--- src/rtl/supv_pkg.sv ---
package supv_pkg;

  localparam int CFG_W = 8;
  localparam int MIN_W = 5;

  typedef enum logic [1:0] {
    CM_OK    = 2'd0,
    CM_FAULT = 2'd1,
    CM_AWAIT = 2'd2,
    CM_HOLD  = 2'd3
  } cmState_e;

  typedef struct packed {
    logic winClear;
    logic wdLoad;
    logic cmHoldLoad;
  } ctlStrobe_t;

  typedef struct packed {
    logic icTick;
    logic refEdge;
    logic upperHalf;
    logic winLast;
    logic slowMeas;
    logic wdBusy;
    logic cmBusy;
    logic cmEnable;
  } dpStatus_t;

endpackage

--- src/rtl/supv_hold_counter.sv ---
module supv_hold_counter #(
  parameter int HOLD_IC = 16
) (
  input  logic clk,
  input  logic rstN,
  input  logic load,
  input  logic icTick,
  output logic busy
);

  localparam int HW = $clog2(HOLD_IC + 1);

  logic [HW-1:0] cnt;

  always_ff @(posedge clk or negedge rstN) begin
    if (!rstN)                      cnt <= '0;
    else if (load)                  cnt <= HW'(HOLD_IC);
    else if (icTick && cnt != '0)   cnt <= cnt - 1'b1;
  end

  assign busy = (cnt != '0);

  // a hold never exceeds its programmed length
  assert_hold_bound_R8: assert property (@(posedge clk) disable iff (!rstN)
    cnt <= HW'(HOLD_IC));

  // a load always makes the hold visible on the next cycle
  assert_hold_load_R10: assert property (@(posedge clk) disable iff (!rstN)
    load |=> busy);

endmodule

--- src/rtl/supv_datapath.sv ---
module supv_datapath
  import supv_pkg::*;
#(
  parameter int DIV           = 10,
  parameter int WIN_BASE_LOG2 = 13,
  parameter int HOLD_IC       = 16
) (
  input  logic             clk,
  input  logic             rstN,
  input  logic             refTick,
  input  logic             cfgWrEn,
  input  logic [CFG_W-1:0] cfgWrData,
  input  ctlStrobe_t       ctl,
  output dpStatus_t        stat
);

  localparam int DIV_W = (DIV > 1) ? $clog2(DIV) : 1;
  localparam int WIN_W = WIN_BASE_LOG2 + 3;
  localparam logic [WIN_W:0] WIN_ONE = (WIN_W + 1)'(1) << WIN_BASE_LOG2;
  localparam logic [MIN_W-1:0] MIN_DEFAULT = MIN_W'(4);

  // instruction-cycle prescaler
  logic [DIV_W-1:0] divCnt;
  logic             icTick;

  assign icTick = (divCnt == DIV_W'(DIV - 1));

  always_ff @(posedge clk or negedge rstN) begin
    if (!rstN)       divCnt <= '0;
    else if (icTick) divCnt <= '0;
    else             divCnt <= divCnt + 1'b1;
  end

  // configuration register
  logic [1:0]       cfgSel;
  logic             cfgCmEn;
  logic [MIN_W-1:0] cfgMin;

  always_ff @(posedge clk or negedge rstN) begin
    if (!rstN) begin
      cfgSel  <= 2'b11;
      cfgCmEn <= 1'b1;
      cfgMin  <= MIN_DEFAULT;
    end else if (cfgWrEn) begin
      cfgSel  <= cfgWrData[1:0];
      cfgCmEn <= cfgWrData[2];
      cfgMin  <= cfgWrData[7:3];
    end
  end

  // reference tick synchronizer and edge detect
  logic [2:0] refSync;
  logic       refEdge;

  always_ff @(posedge clk or negedge rstN) begin
    if (!rstN) refSync <= '0;
    else       refSync <= {refSync[1:0], refTick};
  end

  assign refEdge = refSync[1] & ~refSync[2];

  // instruction cycles seen since the last reference edge, saturating
  logic [MIN_W-1:0] periodCnt;

  always_ff @(posedge clk or negedge rstN) begin
    if (!rstN)                              periodCnt <= '0;
    else if (refEdge)                       periodCnt <= '0;
    else if (icTick && periodCnt != '1)     periodCnt <= periodCnt + 1'b1;
  end

  // watchdog window counter
  logic [WIN_W-1:0] winCnt;
  logic [WIN_W:0]   winLen;

  assign winLen = WIN_ONE << cfgSel;

  always_ff @(posedge clk or negedge rstN) begin
    if (!rstN)                        winCnt <= '0;
    else if (ctl.winClear || cfgWrEn) winCnt <= '0;
    else if (icTick)                  winCnt <= winCnt + 1'b1;
  end

  // error hold counters, one per fault source
  logic wdBusy;
  logic cmBusy;

  supv_hold_counter #(.HOLD_IC(HOLD_IC)) uWdHold (
    .clk   (clk),
    .rstN  (rstN),
    .load  (ctl.wdLoad),
    .icTick(icTick),
    .busy  (wdBusy)
  );

  supv_hold_counter #(.HOLD_IC(HOLD_IC)) uCmHold (
    .clk   (clk),
    .rstN  (rstN),
    .load  (ctl.cmHoldLoad),
    .icTick(icTick),
    .busy  (cmBusy)
  );

  always_comb begin
    stat.icTick    = icTick;
    stat.refEdge   = refEdge;
    stat.upperHalf = ({1'b0, winCnt} >= (winLen >> 1));
    stat.winLast   = ({1'b0, winCnt} == (winLen - 1'b1));
    stat.slowMeas  = (periodCnt < cfgMin);
    stat.wdBusy    = wdBusy;
    stat.cmBusy    = cmBusy;
    stat.cmEnable  = cfgCmEn;
  end

  // instruction-cycle ticks are never back to back
  assert_tick_spacing_R1: assert property (@(posedge clk) disable iff (!rstN)
    icTick |=> !icTick);

  // a configuration write restarts the window
  assert_cfg_restart_R4: assert property (@(posedge clk) disable iff (!rstN)
    cfgWrEn |=> (winCnt == '0));

  // one reference pulse gives exactly one measurement
  assert_ref_single_R9: assert property (@(posedge clk) disable iff (!rstN)
    refEdge |=> !refEdge);

endmodule

--- src/rtl/supv_control.sv ---
module supv_control
  import supv_pkg::*;
#(
  parameter logic [7:0] SERVICE_KEY = 8'h5A
) (
  input  logic       clk,
  input  logic       rstN,
  input  logic       svcStrobe,
  input  logic [7:0] svcCode,
  input  dpStatus_t  stat,
  output ctlStrobe_t ctl,
  output logic       pinOe
);

  // watchdog decisions
  logic codeOk;
  logic goodSvc;
  logic badSvc;
  logic expire;

  assign codeOk  = (svcCode == SERVICE_KEY);
  assign goodSvc = svcStrobe && codeOk && stat.upperHalf;
  assign badSvc  = svcStrobe && !(codeOk && stat.upperHalf);
  assign expire  = stat.icTick && stat.winLast && !goodSvc;

  // clock monitor state machine
  cmState_e cmState;
  cmState_e cmNext;
  logic     holdStart;

  always_comb begin
    cmNext    = cmState;
    holdStart = 1'b0;
    if (!stat.cmEnable) begin
      cmNext = CM_OK;
    end else begin
      unique case (cmState)
        CM_OK: begin
          if (stat.refEdge && stat.slowMeas) cmNext = CM_FAULT;
        end
        CM_FAULT: begin
          if (stat.refEdge && !stat.slowMeas) cmNext = CM_AWAIT;
        end
        CM_AWAIT: begin
          if (stat.refEdge) begin
            if (stat.slowMeas) begin
              cmNext = CM_FAULT;
            end else begin
              cmNext    = CM_HOLD;
              holdStart = 1'b1;
            end
          end
        end
        CM_HOLD: begin
          if (stat.refEdge && stat.slowMeas) cmNext = CM_FAULT;
          else if (!stat.cmBusy)             cmNext = CM_OK;
        end
        default: cmNext = CM_FAULT;
      endcase
    end
  end

  always_ff @(posedge clk or negedge rstN) begin
    if (!rstN) cmState <= CM_FAULT;
    else       cmState <= cmNext;
  end

  always_comb begin
    ctl.winClear   = goodSvc || badSvc || expire;
    ctl.wdLoad     = badSvc || expire;
    ctl.cmHoldLoad = holdStart;
  end

  // registered pin stage, released while in reset
  always_ff @(posedge clk or negedge rstN) begin
    if (!rstN) pinOe <= 1'b0;
    else       pinOe <= stat.wdBusy || (cmState != CM_OK);
  end

  // an unserviced window end starts a watchdog error
  assert_expire_error_R4: assert property (@(posedge clk) disable iff (!rstN)
    (stat.icTick && stat.winLast && !svcStrobe) |=> stat.wdBusy);

  // a correct code in the lower half is rejected
  assert_early_service_R6: assert property (@(posedge clk) disable iff (!rstN)
    (svcStrobe && codeOk && !stat.upperHalf) |=> stat.wdBusy);

  // a wrong code is always rejected
  assert_wrong_code_R7: assert property (@(posedge clk) disable iff (!rstN)
    (svcStrobe && !codeOk) |=> stat.wdBusy);

  // a short reference interval faults the monitor
  assert_slow_fault_R9: assert property (@(posedge clk) disable iff (!rstN)
    (stat.cmEnable && stat.refEdge && stat.slowMeas) |=> (cmState == CM_FAULT));

  // a disabled monitor stays quiet
  assert_monitor_off_R11: assert property (@(posedge clk) disable iff (!rstN)
    !stat.cmEnable |=> (cmState == CM_OK));

  // the pin is released once both sources are idle
  assert_pin_release_R12: assert property (@(posedge clk) disable iff (!rstN)
    (!stat.wdBusy && cmState == CM_OK && !ctl.wdLoad) |=> !pinOe);

endmodule

--- src/rtl/clk_wd_supervisor.sv ---
module clk_wd_supervisor
  import supv_pkg::*;
#(
  parameter int         DIV           = 10,
  parameter int         WIN_BASE_LOG2 = 13,
  parameter int         HOLD_IC       = 16,
  parameter logic [7:0] SERVICE_KEY   = 8'h5A
) (
  input  logic       clk,
  input  logic       rstN,
  input  logic       refTick,
  input  logic       svcStrobe,
  input  logic [7:0] svcCode,
  input  logic       cfgWrEn,
  input  logic [7:0] cfgWrData,
  output logic       errN,
  output logic       errOe
);

  ctlStrobe_t ctl;
  dpStatus_t  stat;
  logic       pinOe;

  supv_datapath #(
    .DIV          (DIV),
    .WIN_BASE_LOG2(WIN_BASE_LOG2),
    .HOLD_IC      (HOLD_IC)
  ) uDatapath (
    .clk      (clk),
    .rstN     (rstN),
    .refTick  (refTick),
    .cfgWrEn  (cfgWrEn),
    .cfgWrData(cfgWrData),
    .ctl      (ctl),
    .stat     (stat)
  );

  supv_control #(
    .SERVICE_KEY(SERVICE_KEY)
  ) uControl (
    .clk      (clk),
    .rstN     (rstN),
    .svcStrobe(svcStrobe),
    .svcCode  (svcCode),
    .stat     (stat),
    .ctl      (ctl),
    .pinOe    (pinOe)
  );

  assign errOe = pinOe;
  assign errN  = ~pinOe;

endmodule

--- config.mk ---
export PLATFORM = sky130hd
export DESIGN_NAME = clk_wd_supervisor
export DESIGN_NICKNAME = d
export VERILOG_FILES = /design/src/rtl/supv_pkg.sv /design/src/rtl/supv_hold_counter.sv /design/src/rtl/supv_datapath.sv /design/src/rtl/supv_control.sv /design/src/rtl/clk_wd_supervisor.sv
export SDC_FILE = /design/constraint.sdc
export NUM_CORES = 1
export LEC_CHECK = 0
export BUFFER_PORTS_ARGS = -buffer_cell sky130_fd_sc_hd__buf_2
export CAP_MARGIN = 20
export CORE_MARGIN = 1.5
export CORE_UTILIZATION = 60
export CTS_BUF_LIST = sky130_fd_sc_hd__clkbuf_2
export DETAILED_ROUTE_END_ITERATION = 16
export PLACE_DENSITY_LB_ADDON = 0.25
export SETUP_SLACK_MARGIN = 0.02
export SYNTH_ARGS = -nofsm -noshare
export SYNTH_HDL_FRONTEND = slang
export SYNTH_HIERARCHICAL = 1
export SYNTH_SLANG_ARGS = --single-unit
--- constraint.sdc ---
create_clock -name clk -period 2.5 [get_ports clk]
set_input_delay 0.25 -clock clk [delete_from_list [all_inputs] [get_ports clk]]
set_output_delay 0.25 -clock clk [all_outputs]
set_load 0.01 [all_outputs]
Word level (Yosys, flattened, before mapping)
Index checks and enable logic that the tools add are counted.
{"block": "word_totals", "reg_bits": 49, "output_inout_bits": 2}
{"block": "op_classes", "eq_ne": 11, "n_shift": 1, "n_lt_le_gt_ge": 2, "muxes": 21, "addsub": 6, "reduce_logical": 28, "bitwise": 3}
{"cell": "$mux W16", "n": 2}
{"cell": "$mux W5", "n": 6}
{"cell": "$eq A16 B17 Y1", "n": 1}
{"cell": "$shl A14 B2 Y17 const A", "n": 1}
{"cell": "$sub A17 B1 Y17 const B", "n": 1}
{"cell": "$add A16 B1 Y16 const B", "n": 1}
{"cell": "$ge A16 B16 Y1", "n": 1}
{"cell": "$mux W2", "n": 7}
{"cell": "$logic_and A1 B1 Y1", "n": 11}
{"cell": "$reduce_bool A2 Y1", "n": 5}
{"cell": "$reduce_bool A5 Y1", "n": 2}
{"cell": "$sub A5 B1 Y5 const B", "n": 2}
{"cell": "$eq A8 B7 Y1 const B", "n": 1}
{"cell": "$pmux W2 S4", "n": 1}
{"cell": "$ne A3 B2 Y1 const B", "n": 2}
{"cell": "$add A5 B1 Y5 const B", "n": 1}
{"cell": "$logic_or A1 B1 Y1", "n": 5}
{"cell": "$lt A5 B5 Y1", "n": 1}
{"cell": "$ne A5 B5 Y1 const B", "n": 1}
{"cell": "$add A4 B1 Y4 const B", "n": 1}
{"cell": "$eq A2 B2 Y1 const B", "n": 2}
{"cell": "$eq A4 B4 Y1 const B", "n": 1}
{"cell": "$mux W1", "n": 4}
{"cell": "$mux W4", "n": 1}
{"cell": "other kinds (8)", "n": 11}

Depth between registers and ports, before layout
Gate-level depths: netlist of run 1.
{"block": "logic_depth", "ltp_word": 9, "depth_mapped": 11, "depth_no_buf": 11}

Cells and area by module
The synthesis of run 1 kept the hierarchy.
{"mod": "supv_datapath", "instances": 1, "area_each_um2": 1906.8, "cells_each": 197, "seq_area_each_um2": 905.9}
{"mod": "supv_hold_counter", "instances": 2, "area_each_um2": 255.2, "cells_each": 26, "seq_area_each_um2": 125.1}
{"mod": "supv_control", "instances": 1, "area_each_um2": 202.7, "cells_each": 23, "seq_area_each_um2": 76.3}
{"mod": "clk_wd_supervisor", "instances": 1, "area_each_um2": 3.8, "cells_each": 1, "seq_area_each_um2": 0.0}

Worst setup path after synthesis of run 1
Ideal clock, no wire load.
{"block": "synth_timing", "kind": "register -> register", "from": "register uDatapath.divCnt[2]", "to": "register uDatapath.winCnt[10]", "path_buffers": 4, "path_stages_with_launch": 10, "t_arrival_ns": 1.903, "period_less_slack_ns": 2.035, "slack_ns": 0.465, "setup_ns": 0.132, "path_cell_list": "dfrtp_1 > nand4bb_1 > buf_2 > inv_1 > buf_4 > a21o_1 > or2_2 > clkbuf_1 > clkbuf_1 > nor2_1"}
{"item": "start: declaration", "line": "supv_datapath.sv:23", "source": "logic [DIV_W-1:0] divCnt;"}
{"item": "start signal: assignment", "line": "supv_datapath.sv:31", "source": "else divCnt <= divCnt + 1'b1;"}
{"item": "end signal: assignment", "line": "supv_datapath.sv:80", "source": "else if (icTick) winCnt <= winCnt + 1'b1;"}
{"item": "end: declaration", "line": "supv_datapath.sv:72", "source": "logic [WIN_W-1:0] winCnt;"}

==> results of run 1 <==
[registers in the layout, indices dropped and copies added (netlist names), 2 cells and up]
name and cells:
uDatapath/periodCnt 5, uDatapath/refSync 3, uControl/cmState 2, uDatapath/uCmHold/cnt 5, uDatapath/uWdHold/cnt 5, uDatapath/divCnt 4, uDatapath/cfgSel 2, uDatapath/cfgMin 5
uDatapath/winCnt 16
[cell usage after synthesis, types with 4 or more instances]
master and n:
a21oi_1 18, buf_2 4, o31ai_1 4, clkbuf_1 4
nor4_1 5, nor2_1 19, mux2_2 4, dfrtp_1 44
nor3_1 5, nand3_1 10, o21ai_0 13, or3_1 6
xnor2_1 10, nand4_1 5, nand2_1 30, inv_1 19
buf_4 6, a21o_1 4, ha_1 14, dfstp_2 5
nand2b_1 6
[per-layer routing]
metal	GRT usage	up-vias	part of all wire
met5	0	-	0
met4	0.0959	0	0.013
met3	0.0351	5	0.025
met2	0.386	28	0.49
met1	0.285	940	0.47
li1	-	1002	-
[power by group through the flow]
stage                     Combinational, mW  Sequential, mW  Clock (mW)
after floorplan                       0.209           0.872           0
after global placement                0.237           0.879           0
after detailed placement              0.248           0.880           0
after CTS                             0.257           0.867       0.558
after global routing                  0.293           0.874       0.587
final                                 0.256           0.868       0.540
[worst max path at each step]
stage                                     endpoint  depth (start not counted)
after global placement    uDatapath/uWdHold/cnt[3]                         11
after floorplan               uDatapath/winCnt[10]                          9
final                     uDatapath/uWdHold/cnt[3]                         11
after global routing      uDatapath/uWdHold/cnt[3]                         11
after CTS                 uDatapath/uWdHold/cnt[3]                         11
after detailed placement  uDatapath/uWdHold/cnt[3]                         11
[repair_timing]
action,in CTS,in global routing
hold buffers,8,0
endpoints found under the setup margin,0,0
endpoints found under the hold margin,24,0
buffers inserted,0,0
[critical path, delay by kind of cell (launching register included)]
family                     cells  cell delay, ps
and+or+nand+nor                6             830
AOI/OAI and AO/OA              4             590
DFF                            1             450
adders and majority gates      1             280
[kinds of logic after synthesis]
kind of cell	count (synthesis)	share of synthesized area
flip-flops	49	0.470
AO/OA/AOI/OAI	52	0.122
AND/OR/NAND/NOR	106	0.216
multiplexers	6	0.0248
adder cells (fa/ha/maj)	14	0.0668
buffers and inverters	33	0.0577
XOR/XNOR	13	0.0434
[metrics by stage]
| step | hold slack, ps | area, um^2 |
|---|---|---|
| 2_1_floorplan | -45.6 | 2620 |
| 3_3_place_gp | 227 | 2770 |
| 3_5_place_dp | 224 | 2770 |
| 4_1_cts | 20.3 | 2940 |
| 5_1_grt | 20.8 | 2940 |
| 6_report | 51.3 | 2940 |
[layout make-up]
cell class	instances	area share
Inverter	19	0.0242
Multi-Input combinational cell	191	0.421
Tap cell	50	0.0213
Sequential cell	49	0.419
Clock buffer	5	0.00850
Clock inverter	3	0.0234
Timing Repair Buffer	37	0.0825
==> impl_metrics.json, run 1 <==
{
  "swShare": 0.257,
  "cts-htree-levels": 2,
  "cts_buffer_depth": 2,
  "drive_gt1_frac": 0.171,
  "synth-main-ff-cell": "dfrtp_1",
  "seqPwrFrac": 0.522,
  "synth_edf_count": 0,
  "period_minus_slack_ps": 2230,
  "p_clk_frac": 0.325,
  "synth_warnings": 6,
  "drtPass1Iterations": 4,
  "ys_ff_latch": 49,
  "power_frac_comb": 0.154,
  "p_sw_mw": 0.428,
  "grt_start_max_net_pins": 30,
  "cp-startpoint": "uDatapath/cfgSel[0]",
  "syn_area_per_cell_um2": 9.61,
  "critPathMaxStageDelay_ps": 450,
  "synth_area_leaders": "dfrtp_1, ha_1, dfstp_2, nand2_1, a21oi_1",
  "grt_overflow": 0,
  "antennaDiodeCount": 0,
  "grt_pass1_vias": 2031,
  "cts_tree": "built",
  "ff_latch_area_mm2": 0.00123,
  "async_flop_share": 1.00,
  "netlist_area_mm2": 0.00262,
  "synth_seq_area_share": 0.470,
  "grt_usage": 0.226,
  "grt_pass1_wl_um": 8680,
  "final_cell_mix": "dfrtp_1, nand2_1, buf_2",
  "reg2reg_depth": 11,
  "drtAntennaViolNets": 0,
  "start_util": 0.638,
  "finalWeightedCongestion": 0.788,
  "cts.sinks": 49,
  "power.density_mw_per_mm2": 565,
  "die_h_um": 69.1,
  "antenna_found_initial": 0,
  "pre_cts_slack_ps": 307,
  "endpoint_kind": "register",
  "die_w_um": 69.1,
  "critPathMaxFanout": 6,
  "dp.final_hpwl_um": 3560,
  "rows": 23,
  "finClkSkew_ps": 19.7,
  "worstMarginPinSlew_ps": 559,
  "port_buffers": 22,
  "via_per_inst": 5.58,
  "ir_worst_vdd_mv": 0.322,
  "nets": 338,
  "hold_end": "uDatapath/cfgSel[1]",
  "multi_input_area_mm2": 0.00124,
  "dp_cells": 338,
  "numCtsBuffers": 5,
  "rsz0062_at_grt": "false",
  "fill_cells": 319,
  "final_common_cell": "dfrtp_1",
  "run_status": "finished clean",
  "drt_iter0_markers": 118,
  "synth_cell_types": 45,
  "utilization": 0.715,
  "timing.fmax_mhz": 448,
  "cap_violations": 0,
  "reg2reg_to": "uDatapath/uWdHold/cnt[3]",
  "cp_slowest_cell": "dfstp_2",
  "holdCritPathClass": "primary input to register",
  "holdPathStages": 2,
  "cp_common_cell": "o21a_1",
  "drc": 0,
  "hold_viol_final": 0,
  "cp_cell_sequence": "or2_2 > ha_1 > o21a_1 > o21a_1 > o21ai_0 > nand2b_1 > nand4_1 > and2_1 > nor2_1 > nand3_1 > o31ai_1",
  "num_io_pins": 23,
  "core_area_mm2": 0.00412,
  "crit_arrival_ps": 2570,
  "finalSetupTns_ps": 0,
  "finalSetupViolations": 0,
  "r2r-start": "uDatapath/cfgSel[0]",
  "crit_type": "register to register",
  "insertion_delay_ps": 440,
  "fin_crit_sh": 0.892,
  "finalWirelength_um": 4910,
  "report.final.slew_viol_count": 0,
  "internal_power_mw": 1.24,
  "wire_per_inst_um": 13.9,
  "clk_pin_slew_worst_paths_ps": 250,
  "areaGrowthSynthToFinish_pct": 12.2,
  "yosysTopAreaCell": "dfrtp_1",
  "die_area_mm2": 0.00478,
  "leakagePower_nw": 1.36,
  "relSlewSlack": 0.624,
  "cts-resized-gates": 0,
  "setup_slack_ps": 269,
  "worst_setup_path_start_kind": "register",
  "hold_start": "cfgWrData[1]",
  "required_ps": 2840,
  "vias": 1975,
  "synthCells": 273,
  "syn-num-nets": 308,
  "cts-root-buf": "clkbuf_2",
  "finalPower_mw": 1.66,
  "rrSetupSlack_ps": 270,
  "finalNonFillerCells": 354,
  "synth_top_area_share": 0.420
}
Note: power is estimated with default switching activity, not from simulation.
==> run 2, diff against run 1 <==
--- a/config.mk
+++ b/config.mk
@@ -7,7 +7,6 @@
 export LEC_CHECK = 0
 export BUFFER_PORTS_ARGS = -buffer_cell sky130_fd_sc_hd__buf_2
 export CAP_MARGIN = 20
-export CORE_MARGIN = 1.5
 export CORE_UTILIZATION = 60
 export CTS_BUF_LIST = sky130_fd_sc_hd__clkbuf_2
 export DETAILED_ROUTE_END_ITERATION = 16
==> run 2 against run 1 <==
  * Clock skew rose by 10 ps
  * First-iteration DRC count is 16% lower
  * Worst hold slack got worse by 4.4 ps
  * Final cell count decreased by 0.85%
  * Global-route usage grew 0.71 points
  * Wire length down 1.8%
  * Combinational power about the same
  * Total power down 8.0%
  * Critical path type unchanged
  * Largest power group unchanged
  * Highest routed layer unchanged
==> impl_metrics.json, run 2 (synthesis gave the netlist of run 1 again) <==
{
  "cp_slowest_cell": "dfstp_2",
  "fin_crit_sh": 0.893,
  "cts_buffer_depth": 2,
  "start_util": 0.642,
  "placed_cell_area_mm2": 0.00276,
  "die_w_um": 68.1,
  "rrSetupSlack_ps": 270,
  "rsz0062_at_grt": "false",
  "drt_iter0_markers": 99,
  "ff_latch_area_mm2": 0.00123,
  "grt_pass1_vias": 1834,
  "endpoint_kind": "register",
  "leakagePower_nw": 1.33,
  "port_buffers": 22,
  "hold_start": "cfgWrData[2]",
  "holdPathStages": 2,
  "antennaDiodeCount": 0,
  "drive_gt1_frac": 0.166,
  "critPathMaxFanout": 15,
  "finalSetupTns_ps": 0,
  "fill_cells": 315,
  "antenna_found_initial": 0,
  "cts_tree": "built",
  "setup_slack_ps": 268,
  "timing.fmax_mhz": 448,
  "worst_setup_path_start_kind": "register",
  "postCtsSetupBuffers": 0,
  "r2r-start": "uDatapath/cfgSel[0]",
  "holdBufCountCts": 6,
  "insertion_delay_ps": 420,
  "reg2reg_depth": 8,
  "holdCritPathClass": "primary input to register",
  "pre_cts_slack_ps": 309,
  "finalWeightedCongestion": 0.778,
  "die_h_um": 68.1,
  "cts.sinks": 49,
  "drtPass1Iterations": 4,
  "crit_arrival_ps": 2580,
  "areaGrowthSynthToFinish_pct": 10.1,
  "critPathMaxStageDelay_ps": 630,
  "finClkSkew_ps": 30.2,
  "hold_viol_final": 0,
  "final_common_cell": "dfrtp_1",
  "worstMarginPinSlew_ps": 517,
  "dp.final_hpwl_um": 3390,
  "grt_pass1_wl_um": 7940,
  "crit_type": "register to register",
  "relSlewSlack": 0.653,
  "grt_usage": 0.233,
  "drtAntennaViolNets": 0,
  "finalSetupViolations": 0,
  "cp_cell_sequence": "nand2b_1 > o32ai_1 > a2bb2oi_1 > nor4_1 > a21o_1 > or2_2 > nor2_1 > a31o_2",
  "via_per_inst": 5.67,
  "final_area_mm2": 0.00289,
  "grt_start_max_net_pins": 26,
  "final_cell_mix": "dfrtp_1, nand2_1, buf_2",
  "cts-htree-levels": 2,
  "nets": 335,
  "die_area_mm2": 0.00464,
  "ir_worst_vdd_mv": 0.399,
  "largest_reg_flops": 16,
  "rows": 23,
  "clk_pin_slew_worst_paths_ps": 240,
  "vias": 1989,
  "core_area_mm2": 0.00409,
  "cap_violations": 0,
  "power.density_mw_per_mm2": 530,
  "cts-root-buf": "clkbuf_2",
  "cts-resized-gates": 0,
  "report.final.slew_viol_count": 0,
  "period_minus_slack_ps": 2230,
  "hold_end": "uDatapath/cfgCmEn",
  "finalWirelength_um": 4820,
  "finalPower_mw": 1.53,
  "multi_input_area_mm2": 0.00124,
  "top_register": "uDatapath/winCnt",
  "grt_overflow": 0,
  "drc": 0,
  "run_status": "finished clean",
  "wire_per_inst_um": 13.7,
  "required_ps": 2840,
  "num_io_pins": 23,
  "numCtsBuffers": 5,
  "reg2reg_to": "uDatapath/winCnt[14]"
}
run 2: changes by cell type in the layout (fill, tap and decap cells not counted), sizes merged:
cell,before,now
dlygate4sd3,8,6
clkinvlp,0,1
inv,20,19
buf,29,28
clkinv,0,1
bufinv,2,1
run 2: how the worst max path moves through the flow:
stage / to / cells past startpoint / slack [ps] / from
5_1_grt: uDatapath/winCnt[14] / 8 / 120 / uDatapath/cfgSel[0]
3_5_place_dp: uDatapath/uWdHold/cnt[3] / 11 / 310 / uDatapath/cfgSel[0]
2_1_floorplan: uDatapath/winCnt[10] / 9 / 460 / uDatapath/divCnt[2]
3_3_place_gp: uDatapath/uWdHold/cnt[3] / 11 / 400 / uDatapath/cfgSel[0]
6_report: uDatapath/winCnt[14] / 8 / 270 / uDatapath/cfgSel[0]
4_1_cts: uDatapath/winCnt[14] / 8 / 290 / uDatapath/cfgSel[0]
run 2: metal layers:
metal	share of wire	up-vias	global-route usage	wire (um)
met5	0	-	0	0
met3	0.036	7	0.0533	175
met1	0.49	951	0.298	2350
met2	0.46	34	0.392	2230
met4	0.011	0	0.0677	55
li1	-	997	-	-
run 2: final cells by class:
type / count / share of cell area
clock buffer: 5 / 0.00867
sequential: 49 / 0.427
multi-input combinational: 191 / 0.429
inverter: 19 / 0.0247
timing repair buffer: 34 / 0.0745
clock inverter: 3 / 0.0143
tap: 50 / 0.0217
run 2: report_power, final:
part | total [mW] | leakage, nW | switching [mW] | internal (mW)
logic | 0.254 | 0.660 | 0.133 | 0.121
clock network | 0.407 | 0.0366 | 0.241 | 0.165
registers | 0.869 | 0.633 | 0.0289 | 0.840
total | 1.53 | 1.33 | 0.404 | 1.13
run 2: stage by stage:
step,instances,utilization,hold WS (ps)
after floorplan,273,-,-45.6
after global placement,337,0.676,261
after detailed placement,337,0.676,264
after CTS,351,0.707,21.7
after global routing,351,0.707,2.89
final,351,0.707,46.9
run 2: worst max-delay path, delay by kind of cell (launching register included):
| kind | cells | cell delay, ps |
|---|---|---|
| and+or+nand+nor | 4 | 660 |
| AOI/OAI and AO/OA | 4 | 850 |
| DFF | 1 | 630 |
